## src/rtl/oc_timer_pkg.sv

```systemverilog
package oc_timer_pkg;

    localparam int TMO_W    = 5;
    localparam int TMO_MIN  = 1;
    localparam int TMO_MAX  = 30;
    localparam int LIM_DFLT = 1;
    localparam int BRK_DFLT = 3;

    typedef enum logic [1:0] {
        CH_OFF   = 2'd0,
        CH_ON    = 2'd1,
        CH_COOL  = 2'd2,
        CH_LATCH = 2'd3
    } ch_state_e;

    typedef struct packed {
        logic gate_en;
        logic fast_pd;
        logic fault_n;
    } ch_cmd_t;

    // Map a raw timeout code to an effective timeout: 0 -> default, above range -> max.
    function automatic logic [TMO_W-1:0] eff_tmo(input logic [TMO_W-1:0] raw,
                                                 input logic [TMO_W-1:0] dflt);
        if (raw == '0)
            return dflt;
        else if (raw > TMO_W'(TMO_MAX))
            return TMO_W'(TMO_MAX);
        else if (raw < TMO_W'(TMO_MIN))
            return TMO_W'(TMO_MIN);
        else
            return raw;
    endfunction

endpackage

```

## src/rtl/oc_integ_timer.sv

```systemverilog
module oc_integ_timer #(
    parameter int CNT_W     = 5,
    parameter int DECAY_DIV = 1
) (
    input  logic             clk,
    input  logic             rst,
    input  logic             run,
    input  logic             tick,
    input  logic             flag,
    input  logic [CNT_W-1:0] limit,
    output logic             expired
);
    localparam logic [CNT_W-1:0] CNT_TOP = '1;

    logic [CNT_W-1:0] cnt_q;
    logic             dec_en;

    generate
        if (DECAY_DIV > 1) begin : g_slow_decay
            localparam int PRE_W = $clog2(DECAY_DIV);
            localparam logic [PRE_W-1:0] PRE_LAST = PRE_W'(DECAY_DIV - 1);
            logic [PRE_W-1:0] pre_q;

            always_ff @(posedge clk) begin
                if (rst || !run)
                    pre_q <= '0;
                else if (tick) begin
                    if (flag || pre_q == PRE_LAST)
                        pre_q <= '0;
                    else
                        pre_q <= pre_q + 1'b1;
                end
            end

            assign dec_en = tick && !flag && (pre_q == PRE_LAST);
        end else begin : g_fast_decay
            assign dec_en = tick && !flag;
        end
    endgenerate

    always_ff @(posedge clk) begin
        if (rst || !run)
            cnt_q <= '0;
        else if (tick && flag) begin
            if (cnt_q != CNT_TOP)
                cnt_q <= cnt_q + 1'b1;
        end else if (dec_en && cnt_q != '0)
            cnt_q <= cnt_q - 1'b1;
    end

    assign expired = run && (cnt_q >= limit);

    // a charging tick adds exactly one unit.
    assert_charge_step_R4: assert property (@(posedge clk) disable iff (rst)
        (run && tick && flag && cnt_q != CNT_TOP) |=> (!run || cnt_q == $past(cnt_q) + 1'b1));

    // an empty timer stays empty on a discharging tick.
    assert_floor_R5: assert property (@(posedge clk) disable iff (rst)
        (run && tick && !flag && cnt_q == '0) |=> (cnt_q == '0));

endmodule

```

## src/rtl/oc_fault_seq.sv

```systemverilog
module oc_fault_seq
    import oc_timer_pkg::*;
#(
    parameter int COOL_MULT = 64
) (
    input  logic             clk,
    input  logic             rst,
    input  logic             shut,
    input  logic             power_ok,
    input  logic             retry_mode,
    input  logic             tick,
    input  logic             expire_any,
    input  logic [TMO_W-1:0] cool_tmo,
    output ch_state_e        state,
    output logic             fast_pd
);
    localparam int COOL_W = $clog2(COOL_MULT * TMO_MAX + 1);

    ch_state_e        state_q, state_d;
    logic [COOL_W-1:0] cool_q;
    logic [COOL_W-1:0] cool_len;
    logic              cool_done;
    logic              go_fault;
    logic              pd_q;

    assign cool_len  = COOL_W'(COOL_MULT) * COOL_W'(cool_tmo);
    assign cool_done = (state_q == CH_COOL) && tick && (cool_q == cool_len - 1'b1);

    always_comb begin
        state_d  = state_q;
        go_fault = 1'b0;
        if (shut)
            state_d = CH_OFF;
        else begin
            unique case (state_q)
                CH_OFF:   if (power_ok) state_d = CH_ON;
                CH_ON: begin
                    if (!power_ok)
                        state_d = CH_OFF;
                    else if (expire_any) begin
                        go_fault = 1'b1;
                        state_d  = retry_mode ? CH_COOL : CH_LATCH;
                    end
                end
                CH_COOL:  if (cool_done) state_d = power_ok ? CH_ON : CH_OFF;
                CH_LATCH: state_d = CH_LATCH;
                default:  state_d = CH_OFF;
            endcase
        end
    end

    always_ff @(posedge clk) begin
        if (rst) begin
            state_q <= CH_OFF;
            pd_q    <= 1'b0;
        end else begin
            state_q <= state_d;
            pd_q    <= go_fault;
        end
    end

    always_ff @(posedge clk) begin
        if (rst || state_q != CH_COOL)
            cool_q <= '0;
        else if (tick)
            cool_q <= cool_q + 1'b1;
    end

    assign state   = state_q;
    assign fast_pd = pd_q;

    // a latched fault persists while no shutdown is requested.
    assert_latch_hold_R8: assert property (@(posedge clk) disable iff (rst)
        (state_q == CH_LATCH && !shut) |=> (state_q == CH_LATCH));

endmodule

```

## src/rtl/oc_fault_timer.sv

```systemverilog
module oc_fault_timer
    import oc_timer_pkg::*;
#(
    parameter int DECAY_DIV = 128,
    parameter int COOL_MULT = 64
) (
    input  logic             clk,
    input  logic             rst,
    input  logic             en_x,
    input  logic             en_y,
    input  logic             en_z,
    input  logic             supply_ok,
    input  logic             on_ok,
    input  logic             lim_flag,
    input  logic             brk_flag,
    input  logic             ms_tick,
    input  logic [TMO_W-1:0] lim_tmo,
    input  logic [TMO_W-1:0] brk_tmo,
    input  logic             retry_mode,
    output logic             gate_en,
    output logic             fast_pd,
    output logic             reg_cmd,
    output logic             fault_n
);
    logic             shut_w;
    logic             pok_w;
    logic [TMO_W-1:0] lim_eff;
    logic [TMO_W-1:0] brk_eff;
    logic             lim_exp;
    logic             brk_exp;
    logic             run_w;
    ch_state_e        st;
    logic             pd_w;
    ch_cmd_t          cmd;

    assign shut_w  = !en_z || (!en_x && !en_y);
    assign pok_w   = supply_ok && on_ok;
    assign lim_eff = eff_tmo(lim_tmo, TMO_W'(LIM_DFLT));
    assign brk_eff = eff_tmo(brk_tmo, TMO_W'(BRK_DFLT));
    assign run_w   = (st == CH_ON);

    oc_integ_timer #(.CNT_W(TMO_W), .DECAY_DIV(DECAY_DIV)) u_lim_timer (
        .clk(clk), .rst(rst), .run(run_w), .tick(ms_tick),
        .flag(lim_flag), .limit(lim_eff), .expired(lim_exp)
    );

    oc_integ_timer #(.CNT_W(TMO_W), .DECAY_DIV(1)) u_brk_timer (
        .clk(clk), .rst(rst), .run(run_w), .tick(ms_tick),
        .flag(brk_flag), .limit(brk_eff), .expired(brk_exp)
    );

    oc_fault_seq #(.COOL_MULT(COOL_MULT)) u_seq (
        .clk(clk), .rst(rst), .shut(shut_w), .power_ok(pok_w),
        .retry_mode(retry_mode), .tick(ms_tick),
        .expire_any(lim_exp || brk_exp), .cool_tmo(lim_eff),
        .state(st), .fast_pd(pd_w)
    );

    always_comb begin
        cmd.gate_en = (st == CH_ON);
        cmd.fault_n = !(st == CH_COOL || st == CH_LATCH);
        cmd.fast_pd = pd_w;
    end

    assign gate_en = cmd.gate_en;
    assign fault_n = cmd.fault_n;
    assign fast_pd = cmd.fast_pd;
    assign reg_cmd = cmd.gate_en && lim_flag;

    assert_shutdown_off_R1: assert property (@(posedge clk) disable iff (rst)
        shut_w |=> (!gate_en && fault_n));

    assert_unqualified_off_R2: assert property (@(posedge clk) disable iff (rst)
        !pok_w |=> !gate_en);

    assert_pulse_in_fault_R7: assert property (@(posedge clk) disable iff (rst)
        fast_pd |-> (!fault_n && !gate_en));

    assert_pulse_single_R7: assert property (@(posedge clk) disable iff (rst)
        fast_pd |=> !fast_pd);

endmodule

```

## config.mk

```make
export PLATFORM = sky130hd
export DESIGN_NAME = oc_fault_timer
export DESIGN_NICKNAME = d
export VERILOG_FILES = /design/src/rtl/oc_timer_pkg.sv /design/src/rtl/oc_integ_timer.sv /design/src/rtl/oc_fault_seq.sv /design/src/rtl/oc_fault_timer.sv
export SDC_FILE = /design/constraint.sdc
export NUM_CORES = 1
export LEC_CHECK = 0
export BUFFER_PORTS_ARGS = -buffer_cell sky130_fd_sc_hd__buf_2
export CORE_MARGIN = 10
export CORE_UTILIZATION = 40
export CTS_BUF_LIST = sky130_fd_sc_hd__clkbuf_16
export DETAILED_ROUTE_END_ITERATION = 10
export PLACE_DENSITY = 0.65
export SETUP_SLACK_MARGIN = 0.4
export SKIP_LAST_GASP = 1
export SLEW_MARGIN = 30
export SYNTH_ARGS = -nofsm -noshare
export SYNTH_HDL_FRONTEND = slang
export SYNTH_SLANG_ARGS = --single-unit
```

## constraint.sdc

```tcl
create_clock -name clk -period 5 [get_ports clk]
set_input_delay 1 -clock clk [delete_from_list [all_inputs] [get_ports clk]]
set_output_delay 1 -clock clk [all_outputs]
set_load 0.01 [all_outputs]
```

Yosys cells after proc, flatten, opt, wreduce, memory -nomap -nowiden
Cells that the tools add are included.
{"block": "totals", "reg_bits": 31, "output_inout_bits": 4}
{"block": "classes", "addsub": 7, "order_cmp": 6, "n_eq_ne": 13, "n_mux": 21, "bitwise": 2, "n_reduce_logical": 39}
{"operator": "$mux W5", "n": 12}
{"operator": "$logic_and A1 B1 Y1", "n": 14}
{"operator": "$add A11 B1 Y11 const B", "n": 1}
{"operator": "$eq A11 B11 Y1", "n": 1}
{"operator": "$sub A11 B1 Y11 const B", "n": 1}
{"operator": "$add A5 B1 Y5 const B", "n": 2}
{"operator": "$ge A5 B5 Y1", "n": 2}
{"operator": "$gt A5 B5 Y1 const B", "n": 2}
{"operator": "$logic_not A5 Y1", "n": 2}
{"operator": "$lt A5 B1 Y1 const B", "n": 2}
{"operator": "$ne A5 B5 Y1 const B", "n": 2}
{"operator": "$reduce_bool A5 Y1", "n": 2}
{"operator": "$sub A5 B1 Y5 const B", "n": 2}
{"operator": "$mux W2", "n": 4}
{"operator": "$pmux W2 S4", "n": 1}
{"operator": "$add A7 B1 Y7 const B", "n": 1}
{"operator": "$eq A7 B7 Y1 const B", "n": 1}
{"operator": "$logic_not A1 Y1", "n": 7}
{"operator": "$mux W7", "n": 1}
{"operator": "$logic_or A1 B1 Y1", "n": 6}
{"operator": "$ne A2 B2 Y1 const B", "n": 3}
{"operator": "$eq A2 B2 Y1 const B", "n": 2}
{"operator": "$ne A2 B1 Y1 const B", "n": 2}
{"operator": "$reduce_and A2 Y1", "n": 2}
{"operator": "other kinds (9)", "n": 13}

Longest topological paths before layout
Gate-level depths: netlist (run 1).
{"block": "depth", "ltp_word": 10, "mapped_depth": 10, "ltp_nobuf": 9}

By module
From an unflattened synthesis (run 1), not the netlist that was laid out.
{"block": "hier_totals", "cells_unflattened": 261, "hier_area_um2": 2135.8}
{"mod": "oc_integ_timer at u_lim_timer", "instances": 1, "cells_each": 89, "area_per_inst_um2": 759.5, "seq_area_each_um2": 240.2}
{"mod": "oc_fault_seq", "instances": 1, "cells_each": 85, "area_per_inst_um2": 739.5, "seq_area_each_um2": 280.3}
{"mod": "oc_integ_timer at u_brk_timer", "instances": 1, "cells_each": 62, "area_per_inst_um2": 503.0, "seq_area_each_um2": 100.1}
{"mod": "oc_fault_timer", "instances": 1, "cells_each": 25, "area_per_inst_um2": 133.9, "seq_area_each_um2": 0.0}

Worst setup path after synthesis (run 1)
Ideal clock, no wire load.
{"block": "synth_timing", "path_kind": "in2reg", "from": "in lim_tmo[2]", "to": "reg u_seq.state_q[1] (netlist: u_seq.state[1])", "arrival_time_ns": 2.666, "required_ns": 4.860, "slack_ns": 2.194, "cell_stages": 9, "path_buffers": 1, "path_cell_list": "buf_2 -> nand2_1 -> a211oi_1 -> ha_1 -> nor3b_1 -> xnor2_1 -> nand4_1 -> o311ai_0 -> o211ai_1"}
{"block": "synth_via", "elab_chain_len": 9, "elab_cells_between_ends": 15, "classes_between": "add/sub (1); order compare (3); eq/ne (3); mux (3); reduce/logical (5)"}
{"element": "start: declaration", "line": "oc_fault_timer.sv:17", "source": "input logic [TMO_W-1:0] lim_tmo,"}
{"element": "$lt A5 B1 Y1", "line": "oc_timer_pkg.sv:29", "source": "else if (raw < TMO_W'(TMO_MIN))"}
{"element": "$mux W5", "line": "oc_timer_pkg.sv:29"}
{"element": "$mux W5", "line": "oc_timer_pkg.sv:27", "source": "else if (raw > TMO_W'(TMO_MAX))"}
{"element": "$mux W5 *", "line": "oc_timer_pkg.sv:25", "source": "if (raw == '0)"}
{"element": "$sub A11 B1 Y11 or $ge A5 B5 Y1 (tied branches)", "line": "oc_fault_seq.sv:27, oc_integ_timer.sv:51"}
{"element": "$eq A11 B11 Y1 or $logic_and A1 B1 Y1 (tied branches)", "line": "oc_fault_seq.sv:27, oc_integ_timer.sv:51"}
{"element": "$logic_and A1 B1 Y1 or $logic_or A1 B1 Y1 (tied branches)", "line": "oc_fault_seq.sv:27, oc_fault_timer.sv:55"}
{"element": "$ne A2 B1 Y1 (no source line) or $ne A3 B3 Y1 (tied branches)"}
{"element": "$reduce_and A3 Y1 (no source line) *"}
{"element": "end signal: assignment", "line": "oc_fault_seq.sv:57", "source": "state_q <= state_d;"}
{"element": "end: declaration", "line": "oc_fault_seq.sv:19", "source": "ch_state_e state_q, state_d;"}
Every way passes the cells marked *; elsewhere a longest branch is shown, timed or not.
A chain may end at the register's enable or synchronous reset.

Final worst setup path (run 1)
{"block": "layout_timing", "from": "in lim_tmo[0]", "to": "reg u_seq.state_q[1] (netlist: u_seq.state[1])"}
Same word-level chain as after synthesis.

==> results of run 1 <==
-- worst max-delay path by stage --
| stage | cells past startpoint | start | end | slack [ns] |
|---|---|---|---|---|
| after floorplan | 9 | lim_tmo[2] | u_seq.state[1]$_SDFFE_PP0P_ | 2.19 |
| after global placement | 9 | lim_tmo[0] | u_seq.state[1]$_SDFFE_PP0P_ | 2.07 |
| after detailed placement | 9 | lim_tmo[0] | u_seq.state[1]$_SDFFE_PP0P_ | 2.01 |
| after CTS | 9 | lim_tmo[0] | u_seq.state[1]$_SDFFE_PP0P_ | 2.29 |
| after global routing | 9 | lim_tmo[2] | u_seq.state[1]$_SDFFE_PP0P_ | 2.05 |
| final | 9 | lim_tmo[0] | u_seq.state[1]$_SDFFE_PP0P_ | 2.27 |
-- worst min-delay path, cell delays in order (launching register included) --
cell and delay, ns:
dfxtp_1 0.33, nor2_1 0.05, nor2_1 0.06
-- report_power, final --
group	internal (mW)	total (mW)	switching (mW)
clock network	0.232	0.340	0.108
registers	0.248	0.248	0.000704
logic	0.0244	0.0540	0.0295
-- cell families (layout without fill, tap and decap cells) --
| group | after synthesis | after routing | share of synthesized area, % |
|---|---|---|---|
| compound gates | 38 | 38 | 13.83 |
| xor+xnor | 27 | 27 | 12.52 |
| fa+ha+maj | 21 | 21 | 13.83 |
| buf+inv | 22 | 50 | 4.610 |
| flops | 31 | 31 | 30.90 |
| mux | 7 | 7 | 3.489 |
| simple gates | 90 | 90 | 20.81 |
-- layout by cell type, fill, tap and decap left out, drive strengths merged, types with 2 or more instances in the layout --
master   n
a211o    3
a211oi   4
a21o     4
a21oi    9
and3     2
buf     24
clkbuf   5
clkinv   2
dfxtp   31
fa       2
ha      19
inv     18
mux2i    7
nand2   17
nand3    7
nand4    9
nor2    42
nor2b    2
nor3     2
nor4     3
o211ai   5
o21ai    4
o31a     2
o31ai    2
xnor2   14
xor2    12
-- routing by layer --
| layer | share of wire (%) | vias to the layer above | wire length [um] |
|---|---|---|---|
| li1 | - | 873 | - |
| met1 | 49 | 762 | 1951 |
| met2 | 43 | 38 | 1684 |
| met3 | 6.6 | 5 | 262 |
| met4 | 1.6 | 0 | 63 |
| met5 | 0 | - | 0 |
-- stage by stage --
step | instances | power, mW | hold WS, ns | util (%)
after floorplan | 236 | 0.2907 | 0.4402 | -
after global placement | 323 | 0.3069 | 0.4581 | 45.70
after detailed placement | 323 | 0.3078 | 0.4711 | 45.70
after CTS | 331 | 0.6520 | 0.4795 | 49.12
after global routing | 331 | 0.6690 | 0.5488 | 49.12
final | 331 | 0.6428 | 0.4738 | 49.12
-- registers in the layout, indices dropped and copies added (netlist names) --
name	count
u_seq.state	2
u_lim_timer.cnt_q	5
u_seq.cool_q	11
u_seq.fast_pd	1
u_lim_timer.g_slow_decay.pre_q	7
u_brk_timer.cnt_q	5
-- layout make-up --
cell class / count / area, um2
Clock inverter: 3 / 38.79
Fill cell: 475 / 2435
Inverter: 18 / 67.56
Clock buffer: 5 / 125.1
Sequential cell: 31 / 620.6
Multi-Input combinational cell: 183 / 1295
Timing Repair Buffer: 24 / 120.1
Tap cell: 67 / 83.83
==> flow_summary_export.csv, run 1 <==
group,metric,value,unit
clock_network,cts_setup_buffers,0,
worst_setup_path,crit_type,"input pin to flip-flop",
clock_network,cts_tree,"yes",
clock_network,cts_root_buf,"clkbuf_16",
global_routing,overflow,0,
route,via_count,1678,
hold_path,hp-class,"flip-flop to flip-flop",
route,dr.pass1.iters,4,
power_and_ir_drop,peakVddDrop,0.0001691,V
worst_setup_path,cp_top_family,"compound AO/OA/AOI/OAI gates",
sta,fin_crit_sh,54.54,%
route,drt-initial-drc-count,41,
sta,tightestPinTransition,0.4959,ns
logic_synthesis,synth_commonest_cells,"nor2_1, dfxtp_1, ha_1",
run,drv_cap,0,
worst_setup_path,crit_path_start_kind,"input pin",
route,avgViaCountPerCell,5.069,
clock_network,cts_buffers,5,
logic_synthesis,synth_fp_nets,278,
placement,routabilityCongestion,0.8316,
worst_setup_path,critPathBufInv,1,
placement,dpl.hpwl,3.050,mm
global_routing,use_met1,12.65,%
route,wl_per_cell,11.97,um
floorplan,die_h,90.86,um
sta,setup_viol,0,
layout,finalNetCount,305,
power_and_ir_drop,p_leak,0.9957,nW
floorplan,initial_utilization,41.96,%
logic_synthesis,synth_edf_count,0,
placement,io_buffers,24,
clock_network,cts_sinks,31,
global_routing,grt_use_met2,15.38,%
logic_synthesis,synthMostInstantiatedCell,"nor2_1",
floorplan,rows,25,
floorplan,core_area,4786,um2
hold_path,worstHoldStart,"u_lim_timer.g_slow_decay.pre_q[6]$_SDFFE_PP0P_",
sta,setup_tns,0,ns
worst_setup_path,slowest_stage,"a211oi_1",
logic_synthesis,synthCells,236,
logic_synthesis,synth.cell_area,2008,um2
floorplan,dieArea,8255,um2
route,drc_errors,0,
placement,post_dp_cell_area,2187,um2
power_and_ir_drop,p_per_area,273.4,nW/um2
clock_network,htree_num_levels,2,
layout,layout-drive-gt1-share,13.64,%
worst_setup_path,max_stage_delay,0.41,ns
placement,post-place-ws,2.011,ns
logic_synthesis,syn_avg_cell_area,8.509,um2
sta,clock.fmax,366.7,MHz
worst_setup_path,critPathMaxFanout,4,
global_routing,top_usage_layer,"met2",
worst_setup_path,worstReg2RegEnd,"u_lim_timer.cnt_q[3]$_SDFFE_PP0P_",
route,ant_nets,0,
floorplan,pin_count,25,
clock_network,ctsHoldBuffers,0,
worst_setup_path,r2r.worst_path.cells,6,
logic_synthesis,synth.top_cell.area_share,30.90,%
logic_synthesis,synth_seq_area_share,30.90,%
worst_setup_path,r2r-start,"u_lim_timer.g_slow_decay.pre_q[0]$_SDFFE_PP0P_",
route,drt-total-wl,3.962,mm
sta,fin_worst_skew,0.004836,ns
worst_setup_path,rrSetupSlack,3.10,ns
sta,hold_viol,0,
floorplan,die_w,90.86,um
global_routing,grt_pass1_wl,7.148,mm
worst_setup_path,cp.required,5.14,ns
layout,finalInstanceArea,2351,um2
clock_network,clockBufferDepth,2,
layout,syn2layout_area_growth,17.07,%
clock_network,clk_latency,0.28,ns
logic_synthesis,synthArstFlopShare,0,%
logic_synthesis,synthTopCellsByArea,"dfxtp_1, ha_1, nor2_1, xnor2_1, xor2_1",
hold_path,whs_endpoint,"u_lim_timer.g_slow_decay.pre_q[6]$_SDFFE_PP0P_",
clock_network,cts_resized,0,
sta,drv_slew,0,
global_routing,grt_pass1_vias,1592,
status,status,"finished clean",
sta,grt_setup_unrepaired,"no",
sta,setup_ws,2.273,ns
layout,antenna_cells,0,
global_routing,grt_max_degree,15,
sta,min_period,2.727,ns
global_routing,antenna_found_initial,0,
worst_setup_path,arrival,2.87,ns
logic_synthesis,synthFlopType,"dfxtp_1",
logic_synthesis,synth_cell_types,42,
clock_network,clk_pin_slew,0.05,ns
logic_synthesis,yosys.area.top_type,"dfxtp_1",
global_routing,grt.total_usage,10.27,%
sta,maxSlewHeadroom,66.87,%
logic_synthesis,synth-seq-cells,31,
hold_path,hold_depth,2,
logic_synthesis,yosys_warnings,0,
worst_setup_path,worstPathCellList,"buf_2 > a21boi_0 > a211oi_1 > ha_1 > nor3b_1 > xnor2_1 > nand4_1 > o311ai_0 > o211ai_1",
global_routing,use_met3,4.156,%
worst_setup_path,cp-end-kind,"flip-flop",
(Power assumes the default switching activity.)
==> run 2, diff against run 1 <==
--- a/config.mk
+++ b/config.mk
@@ -5,12 +5,13 @@
 export SDC_FILE = /design/constraint.sdc
 export NUM_CORES = 1
 export LEC_CHECK = 0
+export ABC_AREA = 1
 export BUFFER_PORTS_ARGS = -buffer_cell sky130_fd_sc_hd__buf_2
 export CORE_MARGIN = 10
 export CORE_UTILIZATION = 40
 export CTS_BUF_LIST = sky130_fd_sc_hd__clkbuf_16
 export DETAILED_ROUTE_END_ITERATION = 10
-export PLACE_DENSITY = 0.65
+export PLACE_DENSITY = 0.66
 export SETUP_SLACK_MARGIN = 0.4
 export SKIP_LAST_GASP = 1
 export SLEW_MARGIN = 30
==> constraint.sdc (replaced) <==
create_clock -name clk -period 2.5 [get_ports clk]
set_input_delay 0.5 -clock clk [delete_from_list [all_inputs] [get_ports clk]]
set_output_delay 0.5 -clock clk [all_outputs]
set_load 0.01 [all_outputs]
==> run 2 against run 1 <==
Compared with the run above:
- cell count is 24% higher
- critical path depth up 5
- global-route usage rose by 1.0 points
- die area grew 7.4%
- combinational power is 150% higher
- cell area grew 8.1%
- first-iteration DRC count is 80% higher
- synthesized cell count increased by 31%
==> flow_summary_export.csv, run 2 <==
group,metric,value,unit
layout,finalInstanceArea,2541,um2
layout,reg_top3,"u_seq.cool_q x11, u_lim_timer.g_slow_decay.pre_q x7",
sta,drv_slew,0,
worst_setup_path,r2r.worst_path.cells,9,
run,drv_cap,0,
sta,hold_viol,0,
sta,min_period,1.828,ns
clock_network,clockBufferDepth,2,
layout,antenna_cells,0,
hold_path,hold_depth,2,
hold_path,hp-class,"flip-flop to flip-flop",
logic_synthesis,yosys_warnings,0,
placement,post-place-ws,0.3799,ns
floorplan,pin_count,25,
layout,instances_no_fill,410,
clock_network,cts_root_buf,"clkbuf_16",
layout,finalNetCount,382,
floorplan,die_h,94.16,um
sta,fin_crit_sh,73.13,%
floorplan,core_area,5205,um2
logic_synthesis,synthMostInstantiatedCell,"nand2_1",
floorplan,die_w,94.16,um
power_and_ir_drop,peakVddDrop,0.0002344,V
sta,setup_viol,0,
clock_network,ctsHoldBuffers,0,
clock_network,cts_tree,"yes",
global_routing,antenna_found_initial,0,
logic_synthesis,synth.top_cell.area_share,28.21,%
logic_synthesis,synthCells,309,
hold_path,whs_endpoint,"u_seq.cool_q[2]$_SDFFE_PP0P_",
layout,layout-drive-gt1-share,20.29,%
placement,placed_cells,403,
global_routing,grt_max_degree,11,
logic_synthesis,syn_avg_cell_area,7.118,um2
route,dr.pass1.iters,4,
floorplan,initial_utilization,42.26,%
route,via_count,1988,
placement,io_buffers,24,
clock_network,clk_pin_slew,0.05,ns
route,avgViaCountPerCell,4.849,
layout,syn2layout_area_growth,15.53,%
placement,post_dp_cell_area,2407,um2
clock_network,cts_setup_buffers,0,
clock_network,cts_resized,0,
placement,routabilityCongestion,0.8125,
layout,final_common_cell,"nand2_1",
worst_setup_path,arrival,2.00,ns
sta,clock.fmax,547.0,MHz
worst_setup_path,critPathMaxFanout,5,
layout,n_fill_cell,532,
worst_setup_path,cp.required,2.67,ns
sta,tightestPinTransition,0.3588,ns
route,ant_nets,0,
clock_network,clk_latency,0.28,ns
sta,whs,0.4634,ns
clock_network,cts_sinks,31,
global_routing,overflow,0,
sta,setup_tns,0,ns
logic_synthesis,synthTopCellsByArea,"dfxtp_1, ha_1, nand2_1, inv_1, a21oi_1",
layout,utilization,48.82,%
worst_setup_path,cp-end-kind,"flip-flop",
logic_synthesis,synth-seq-cells,31,
logic_synthesis,synth_fp_nets,351,
route,wl_per_cell,11.17,um
floorplan,rows,26,
power_and_ir_drop,p_per_area,469.3,nW/um2
clock_network,htree_num_levels,2,
floorplan,dieArea,8865,um2
logic_synthesis,synthArstFlopShare,0,%
worst_setup_path,crit_type,"input pin to flip-flop",
power_and_ir_drop,p_leak,1.151,nW
layout,largest_reg_flops,11,
worst_setup_path,rrSetupSlack,0.81,ns
hold_path,worstHoldStart,"u_seq.cool_q[2]$_SDFFE_PP0P_",
worst_setup_path,r2r-start,"u_lim_timer.cnt_q[3]$_SDFFE_PP0P_",
sta,maxSlewHeadroom,75.90,%
route,drt-initial-drc-count,74,
layout,final_cell_mix,"nand2_1, inv_1, dfxtp_1",
logic_synthesis,synth_edf_count,0,
logic_synthesis,synth.cell_area,2200,um2
sta,grt_setup_unrepaired,"no",
sta,setup_ws,0.6717,ns
worst_setup_path,crit_path_start_kind,"input pin",
logic_synthesis,synth_commonest_cells,"nand2_1, inv_1, dfxtp_1",
route,drc_errors,0,
power_and_ir_drop,total_power,1.193,mW
route,drt-total-wl,4.581,mm
status,status,"finished clean",
global_routing,grt_pass1_wl,8.259,mm
logic_synthesis,yosys.area.top_type,"dfxtp_1",
global_routing,grt_pass1_vias,1913,
global_routing,grt.total_usage,11.27,%
layout,largest_register,"u_seq.cool_q",
sta,fin_worst_skew,0.003630,ns
logic_synthesis,synth_seq_area_share,28.21,%
logic_synthesis,synth_cell_types,37,
clock_network,cts_buffers,5,
logic_synthesis,synthFlopType,"dfxtp_1",
placement,dpl.hpwl,3.773,mm
worst_setup_path,worstReg2RegEnd,"u_seq.state[0]$_SDFFE_PP0P_",
## run 2: routing by layer
metal  track usage, %  vias up  share of wire (%)
li1                 -     1082                  -
met1            13.84      881                 48
met2            18.31       20                 47
met3            2.158        5                3.1
met4            5.443        0                1.7
met5                0        -                  0
## run 2: worst max-delay path by stage
stage | from | endpoint | slack (ns) | cells past startpoint
2_1_floorplan | ms_tick | u_lim_timer.cnt_q[4]$_SDFFE_PP0P_ | 0.60 | 10
3_3_place_gp | lim_tmo[2] | u_seq.state[0]$_SDFFE_PP0P_ | 0.44 | 14
3_5_place_dp | lim_tmo[2] | u_seq.state[1]$_SDFFE_PP0P_ | 0.38 | 14
4_1_cts | lim_tmo[2] | u_seq.state[0]$_SDFFE_PP0P_ | 0.64 | 14
5_1_grt | lim_tmo[2] | u_seq.state[0]$_SDFFE_PP0P_ | 0.40 | 17
6_report | lim_tmo[2] | u_seq.state[0]$_SDFFE_PP0P_ | 0.67 | 14
## run 2: cell families after synthesis
logic type | share of synthesized area (%)
AND/OR/NAND/NOR | 31.34
adder cells (fa/ha/maj) | 12.63
buffers and inverters | 9.158
XOR/XNOR | 4.778
flip-flops | 28.21
AO/OA/AOI/OAI | 13.88
## run 2: area by class of cell
class / count / area (um2) / share of cell area [%]
multi-input combinational: 226 / 1378 / 54.21
sequential: 31 / 620.6 / 24.42
inverter: 51 / 193.9 / 7.632
timing repair buffer: 25 / 127.6 / 5.022
clock buffer: 5 / 125.1 / 4.924
tap: 70 / 87.58 / 3.447
clock inverter: 2 / 8.758 / 0.3447
## run 2: critical path, stage by stage
cell and delay (ns):
buf_2 0.13, nand3_1 0.09, nand2_1 0.07, nand2_2 0.06, nand2_4 0.08, inv_2 0.04, ha_1 0.17, or3_1 0.37
nand3_1 0.10, nand2_1 0.07, nand3_1 0.11, inv_1 0.05, a21oi_2 0.12, nor2_2 0.04
## run 2: report_power, final
group          leakage (nW)  internal [mW]  switching [mW]
Sequential            0.250          0.497         0.00249
Clock                0.0671          0.357           0.204
Combinational         0.834         0.0522          0.0806
